File: src/rtl/vidSyncPkg.sv
package vidSyncPkg;
  typedef struct packed {
    logic hClear;
    logic hInc;
    logic vClear;
    logic vInc;
  } syncStrobes_t;
endpackage

File: src/rtl/vidSyncCtrl.sv
module vidSyncCtrl
  import vidSyncPkg::*;
#(
  parameter int H_W = 12,
  parameter int V_W = 11
) (
  input  logic           clk,
  input  logic           rstN,
  input  logic           isMaster,
  input  logic           hSyncIn,
  input  logic           vSyncIn,
  input  logic [H_W-1:0] hCnt,
  input  logic [V_W-1:0] vCnt,
  input  logic [H_W-1:0] hTotal,
  input  logic [V_W-1:0] vTotal,
  output syncStrobes_t   strobes
);
  localparam logic [H_W-1:0] H_MAX = '1;
  localparam logic [V_W-1:0] V_MAX = '1;

  logic [2:0] hShift;
  logic [2:0] vShift;
  logic       hFall;
  logic       vFall;
  logic       hWrap;
  logic       vWrap;

  // two synchronizer stages plus one history stage per sync input
  always_ff @(posedge clk or negedge rstN) begin
    if (!rstN) begin
      hShift <= 3'b111;
      vShift <= 3'b111;
    end else begin
      hShift <= {hShift[1:0], hSyncIn};
      vShift <= {vShift[1:0], vSyncIn};
    end
  end

  assign hFall = hShift[2] & ~hShift[1];
  assign vFall = vShift[2] & ~vShift[1];

  assign hWrap = ({1'b0, hCnt} + 1'b1) >= {1'b0, hTotal};
  assign vWrap = ({1'b0, vCnt} + 1'b1) >= {1'b0, vTotal};

  always_comb begin
    strobes = '0;
    if (isMaster) begin
      strobes.hClear = hWrap;
      strobes.hInc   = ~hWrap;
      strobes.vClear = hWrap & vWrap;
      strobes.vInc   = hWrap & ~vWrap;
    end else begin
      strobes.hClear = hFall;
      strobes.hInc   = ~hFall & (hCnt != H_MAX);
      strobes.vClear = vFall;
      strobes.vInc   = ~vFall & hFall & (vCnt != V_MAX);
    end
  end
endmodule

File: src/rtl/vidSyncDatapath.sv
module vidSyncDatapath
  import vidSyncPkg::*;
#(
  parameter int H_W = 12,
  parameter int V_W = 11
) (
  input  logic           clk,
  input  logic           rstN,
  input  logic           isMaster,
  input  logic           cfgLoad,
  input  logic [H_W-1:0] cfgHTotal,
  input  logic [H_W-1:0] cfgHPulse,
  input  logic [H_W-1:0] cfgHLead,
  input  logic [H_W-4:0] cfgHBlocks,
  input  logic [V_W-1:0] cfgVTotal,
  input  logic [V_W-1:0] cfgVPulse,
  input  logic [V_W-1:0] cfgVLead,
  input  logic [V_W-1:0] cfgVLines,
  input  syncStrobes_t   strobes,
  output logic [H_W-1:0] hCnt,
  output logic [V_W-1:0] vCnt,
  output logic [H_W-1:0] hTotal,
  output logic [V_W-1:0] vTotal,
  output logic           hSyncOut,
  output logic           vSyncOut,
  output logic           activeRegion
);
  localparam int BLK_SHIFT = 3;

  logic [H_W-1:0] hPulse;
  logic [H_W-1:0] hLead;
  logic [H_W-4:0] hBlocks;
  logic [V_W-1:0] vPulse;
  logic [V_W-1:0] vLead;
  logic [V_W-1:0] vLines;
  logic [H_W:0]   hEnd;
  logic [V_W:0]   vEnd;
  logic           hInside;
  logic           vInside;

  always_ff @(posedge clk or negedge rstN) begin
    if (!rstN) begin
      hTotal  <= '0;
      hPulse  <= '0;
      hLead   <= '0;
      hBlocks <= '0;
      vTotal  <= '0;
      vPulse  <= '0;
      vLead   <= '0;
      vLines  <= '0;
    end else if (cfgLoad) begin
      hTotal  <= cfgHTotal;
      hPulse  <= cfgHPulse;
      hLead   <= cfgHLead;
      hBlocks <= cfgHBlocks;
      vTotal  <= cfgVTotal;
      vPulse  <= cfgVPulse;
      vLead   <= cfgVLead;
      vLines  <= cfgVLines;
    end
  end

  always_ff @(posedge clk or negedge rstN) begin
    if (!rstN) begin
      hCnt <= '0;
      vCnt <= '0;
    end else begin
      if (strobes.hClear)    hCnt <= '0;
      else if (strobes.hInc) hCnt <= hCnt + 1'b1;
      if (strobes.vClear)    vCnt <= '0;
      else if (strobes.vInc) vCnt <= vCnt + 1'b1;
    end
  end

  assign hEnd    = {1'b0, hLead} + {1'b0, hBlocks, {BLK_SHIFT{1'b0}}};
  assign vEnd    = {1'b0, vLead} + {1'b0, vLines};
  assign hInside = (hCnt >= hLead) && ({1'b0, hCnt} < hEnd);
  assign vInside = (vCnt >= vLead) && ({1'b0, vCnt} < vEnd);
  assign activeRegion = hInside & vInside;

  assign hSyncOut = ~(isMaster & (hCnt < hPulse));
  assign vSyncOut = ~(isMaster & (vCnt < vPulse));
endmodule

File: src/rtl/vidSyncTimer.sv
module vidSyncTimer
  import vidSyncPkg::*;
#(
  parameter int H_W = 12,
  parameter int V_W = 11
) (
  input  logic           clk,
  input  logic           rstN,
  input  logic           isMaster,
  input  logic           cfgLoad,
  input  logic [H_W-1:0] cfgHTotal,
  input  logic [H_W-1:0] cfgHPulse,
  input  logic [H_W-1:0] cfgHLead,
  input  logic [H_W-4:0] cfgHBlocks,
  input  logic [V_W-1:0] cfgVTotal,
  input  logic [V_W-1:0] cfgVPulse,
  input  logic [V_W-1:0] cfgVLead,
  input  logic [V_W-1:0] cfgVLines,
  input  logic           hSyncIn,
  input  logic           vSyncIn,
  output logic           hSyncOut,
  output logic           vSyncOut,
  output logic           syncOe,
  output logic           activeRegion,
  output logic [H_W-1:0] pixelPos,
  output logic [V_W-1:0] linePos
);
  syncStrobes_t   strobes;
  logic [H_W-1:0] hCnt;
  logic [V_W-1:0] vCnt;
  logic [H_W-1:0] hTotal;
  logic [V_W-1:0] vTotal;

  vidSyncCtrl #(.H_W(H_W), .V_W(V_W)) i_ctrl (
    .clk(clk), .rstN(rstN), .isMaster(isMaster),
    .hSyncIn(hSyncIn), .vSyncIn(vSyncIn),
    .hCnt(hCnt), .vCnt(vCnt), .hTotal(hTotal), .vTotal(vTotal),
    .strobes(strobes)
  );

  vidSyncDatapath #(.H_W(H_W), .V_W(V_W)) i_dp (
    .clk(clk), .rstN(rstN), .isMaster(isMaster), .cfgLoad(cfgLoad),
    .cfgHTotal(cfgHTotal), .cfgHPulse(cfgHPulse), .cfgHLead(cfgHLead),
    .cfgHBlocks(cfgHBlocks), .cfgVTotal(cfgVTotal), .cfgVPulse(cfgVPulse),
    .cfgVLead(cfgVLead), .cfgVLines(cfgVLines), .strobes(strobes),
    .hCnt(hCnt), .vCnt(vCnt), .hTotal(hTotal), .vTotal(vTotal),
    .hSyncOut(hSyncOut), .vSyncOut(vSyncOut), .activeRegion(activeRegion)
  );

  assign syncOe   = isMaster;
  assign pixelPos = hCnt;
  assign linePos  = vCnt;
endmodule

File: config.mk
export PLATFORM = sky130hd
export DESIGN_NAME = vidSyncTimer
export DESIGN_NICKNAME = d
export VERILOG_FILES = /design/src/rtl/vidSyncPkg.sv /design/src/rtl/vidSyncCtrl.sv /design/src/rtl/vidSyncDatapath.sv /design/src/rtl/vidSyncTimer.sv
export SDC_FILE = /design/constraint.sdc
export NUM_CORES = 1
export LEC_CHECK = 0
export ABC_AREA = 1
export BUFFER_PORTS_ARGS = -buffer_cell sky130_fd_sc_hd__buf_2
export CORE_ASPECT_RATIO = 2
export CORE_UTILIZATION = 40
export CTS_CLUSTER_DIAMETER = 80
export CTS_CLUSTER_SIZE = 14
export DETAILED_ROUTE_END_ITERATION = 6
export GPL_ROUTABILITY_DRIVEN = 0
export SLEW_MARGIN = 40
export SYNTH_ARGS = -nofsm -noshare
export SYNTH_HDL_FRONTEND = slang
export SYNTH_SLANG_ARGS = --single-unit
File: constraint.sdc
create_clock -name clk -period 2.9 [get_ports clk]
set_clock_uncertainty 0.05 [all_clocks]
set_input_delay 0.58 -clock clk [delete_from_list [all_inputs] [get_ports clk]]
set_output_delay 0.58 -clock clk [all_outputs]
set_load 0.005 [all_outputs]
==> impl_metrics.py <==
metrics = {
    "placed_design": {
        "dp.cells": 1391,
        "port_buffers": 121,
        "hpwlAfterDp_um": 17000,
        "dp_worst_setup_slack_ns": -0.141,
    },
    "drt": {
        "vias_per_cell": 4.96,
        "ant_nets": 0,
        "drc": 0,
        "drt-initial-drc-count": 183,
        "drt_pass1_iterations": 4,
        "routedWlPerCell_um": 15.3,
        "vias": 7075,
        "drt_wl_total_um": 21800,
    },
    "sta": {
        "fin_ws_ns": -0.496,
        "fin_crit_sh": 1.17,
        "slew_viol_final": 0,
        "setup_viol": 1,
        "setup-tns-final_ns": -0.496,
        "worst_pin_slew_ns": 0.613,
        "rsz0062_at_grt": "yes",
        "max_freq_mhz": 294,
        "fin_crit_ns": 3.40,
        "slew_headroom": 0.591,
        "hold_viol_final": 0,
    },
    "worst_setup_path": {
        "critPathBufInv": 1,
        "cp_slowest_cell": "dfrtp_2",
        "crit_start": "i_dp.vLines[1]",
        "cpMostUsedCell": "nor2_1",
        "worstPathMaxFanout": 3,
        "crit_type": "flip-flop to primary output",
        "critical-path-max-stage-delay_ns": 0.43,
        "r2r-end": "i_dp.vCnt[9]",
        "r2r_slack_ns": 0.09,
        "ff2ff_path_depth": 17,
        "cp_data_required_time_ns": 2.27,
        "cp.arrival_ns": 2.77,
        "path_cells": "ha_1, nand3_1, nand2_1, a21oi_4, nor3_2, nor2_1, xor2_1, ha_1, a21oi_2, nor3_1, nor2_1, nand3_2, nor2_1, buf_2",
        "critical-path-top-delay-family": "simple AND/OR/NAND/NOR gates",
        "cp-start-kind": "flip-flop",
        "worst_setup_path_end_kind": "primary output",
        "r2r_start": "i_dp.hCnt[1]",
    },
    "global_route": {
        "met3_usage": 0.0307,
        "grt_pass1_vias": 7116,
        "globalRouteMet1Util": 0.219,
        "grt_pass1_wl_um": 33900,
        "met2_usage": 0.431,
        "grt_usage": 0.222,
        "grt_max_degree": 43,
        "antenna_found_initial": 0,
        "grt.overflow.total": 0,
        "grt_busiest_layer": "met2",
    },
    "synth": {
        "syn_area_per_cell_um2": 8.23,
        "synth-simple-area-share": 0.176,
        "yosys_register_bits": 118,
        "synth_area_leaders": "dfrtp_1 (36%), ha_1 (17%), nand2_1 (10%)",
        "synthArstFlopShare": 1.00,
        "synth_fa_ha_area_frac": 0.177,
        "ys_seq_area_frac": 0.376,
        "ys.flop_type": "dfrtp_1",
        "synth_area_leader_cell": "dfrtp_1",
        "synthXorXnorAreaFrac": 0.0334,
        "netlist_area_um2": 7870,
        "synth_compound_area_frac": 0.120,
        "synth_top_family_by_area": "adder cells",
        "muxShareOfSynthArea": 0.0344,
        "yosysWarnings": 0,
        "synth_nets": 1161,
        "yosys.area.top_type_share": 0.356,
        "postSynthCellCount": 956,
        "synth_edf_count": 0,
        "synth_cell_types": 44,
    },
    "clock_network": {
        "root_buffer": "clkbuf_16",
        "ctsLongestPathBuffers": 2,
        "cts_tree": "yes",
        "clk_pin_slew_ns": 0.06,
        "htreeDepth": 4,
        "cts.sinks": 118,
        "cts_made_buffers": 17,
        "clock_latency_ns": 0.43,
    },
    "die": {
        "start_util": 0.408,
        "fp.dieH_um": 200,
        "dieWidth_um": 101,
        "ios": 122,
        "rows": 72,
        "core_area_um2": 19300,
        "fp.dieArea_um2": 20300,
    },
    "cells_and_area": {
        "diodes": 0,
        "fin_util": 0.544,
        "drive_gt1_frac": 0.301,
        "nets": 1361,
        "final_cells": 1427,
        "area_growth_pct": 33.4,
    },
    "pwr": {
        "peakVddDrop_v": 0.000361,
        "power_density_nw_per_um2": 677,
        "power.leakage_nw": 5.62,
    },
    "flow_run": {
        "maxCapViolations": 0,
    },
    "run_status": {
        "status": "complete, but fails checks",
        "violations": "setup timing",
    },
    "worst_hold_path": {
        "min_path_type": "input port to async pin",
    },
}
cell usage after synthesis (2+ instances only):
cell      number
ha_1         108
nand3_2        2
xor2_1        22
buf_2          4
nor2_1        45
inv_2          7
nor2_2         2
nand4_1       10
dfrtp_1      112
nand3_1       41
nand2_1      210
o21a_1         4
o211ai_1       2
xnor2_1        8
buf_1          4
o21ai_1        9
a31oi_1        5
dfstp_2        6
o21ai_0       77
nand3b_1       2
nor3_1        12
a21o_1         5
mux2_2        24
a21oi_1       61
nand2_2        2
clkbuf_1      15
o21bai_1       3
fa_1           2
inv_1        137
what timing repair did:
| action | CTS | global route |
|---|---|---|
| endpoints found under the setup margin | 1 | 22 |
| hold buffers | 0 | 0 |
| pin swaps | 7 | 40 |
| gates resized for setup | 14 | 69 |
| cloned | 0 | 2 |
| buffers inserted | 0 | 4 |
how the worst max path moves through the flow:
| stage | end | slack, ns | cells after the start |
|---|---|---|---|
| after detailed placement | activeRegion | -0.14 | 16 |
| final | activeRegion | -0.50 | 14 |
| after global placement | activeRegion | -0.07 | 13 |
| after CTS | activeRegion | -0.51 | 12 |
| after floorplan | activeRegion | 0.13 | 13 |
| after global routing | activeRegion | -0.64 | 13 |
cell families after synthesis:
| kind of cell | Yosys count |
|---|---|
| XOR/XNOR | 30 |
| adder cells (fa/ha/maj) | 110 |
| AO/OA/AOI/OAI | 174 |
| flip-flops | 118 |
| multiplexers | 24 |
| AND/OR/NAND/NOR | 330 |
| buffers and inverters | 170 |
power breakdown:
part	switching [mW]	internal (mW)
registers	0.199	1.86
logic	1.50	1.17
clock network	0.760	1.63
total	2.45	4.65
sequential cells by signal (all words and copies together), names as in the netlist, 9 cells and up:
signal / flops
i_dp.hBlocks: 9
i_dp.hPulse: 12
i_dp.vPulse: 11
i_dp.hTotal: 12
i_dp.vTotal: 11
i_dp.hCnt: 12
i_dp.hLead: 12
i_dp.vCnt: 11
i_dp.vLead: 11
i_dp.vLines: 11
per-layer routing:
layer	part of all wire	up-vias
met1	0.36	3325
met3	0.026	47
met2	0.57	163
met5	0	-
li1	-	3540
met4	0.041	0
placed cells by master, fill, tap and decap left out, types with 3 or more instances in the layout:
| cell | count |
|---|---|
| nand3_1 | 37 |
| ha_1 | 96 |
| nand2_2 | 18 |
| nand2_4 | 5 |
| mux2_2 | 24 |
| nor2_4 | 3 |
| nor2_2 | 4 |
| buf_4 | 76 |
| dfrtp_1 | 109 |
| o21a_1 | 4 |
| inv_2 | 9 |
| buf_2 | 119 |
| buf_12 | 6 |
| xor2_1 | 20 |
| o21ai_1 | 8 |
| a21oi_2 | 11 |
| nand3_2 | 6 |
| xnor2_1 | 7 |
| clkbuf_8 | 5 |
| dfstp_2 | 6 |
| ha_2 | 3 |
| nand4_1 | 10 |
| bufinv_16 | 5 |
| o21bai_1 | 3 |
| a21o_1 | 5 |
| clkbuf_16 | 19 |
| ha_4 | 9 |
| inv_1 | 135 |
| nand2_1 | 189 |
| nor2_1 | 41 |
| nor3_1 | 9 |
| a31oi_1 | 4 |
| o21ai_0 | 77 |
| a21oi_1 | 50 |
| dfrtp_2 | 3 |
| nor3_2 | 3 |
per-stage QoR:
step	power, mW	cell area, µm²	hold WS (ns)
3_5_place_dp	4.58	9370	0.297
2_1_floorplan	3.54	7870	0.234
5_1_grt	7.60	10500	0.142
3_3_place_gp	4.52	9370	0.298
4_1_cts	7.05	10100	0.128
6_report	7.11	10500	0.111
area by class of cell:
type,count,area [µm²]
clock buffer,23,498
clock inverter,8,168
fill,1847,8780
inverter,145,544
multi-input combinational,668,4620
sequential,118,2960
tap,259,324
timing repair buffer,206,1370
Power figures use the tool's default switching activity.
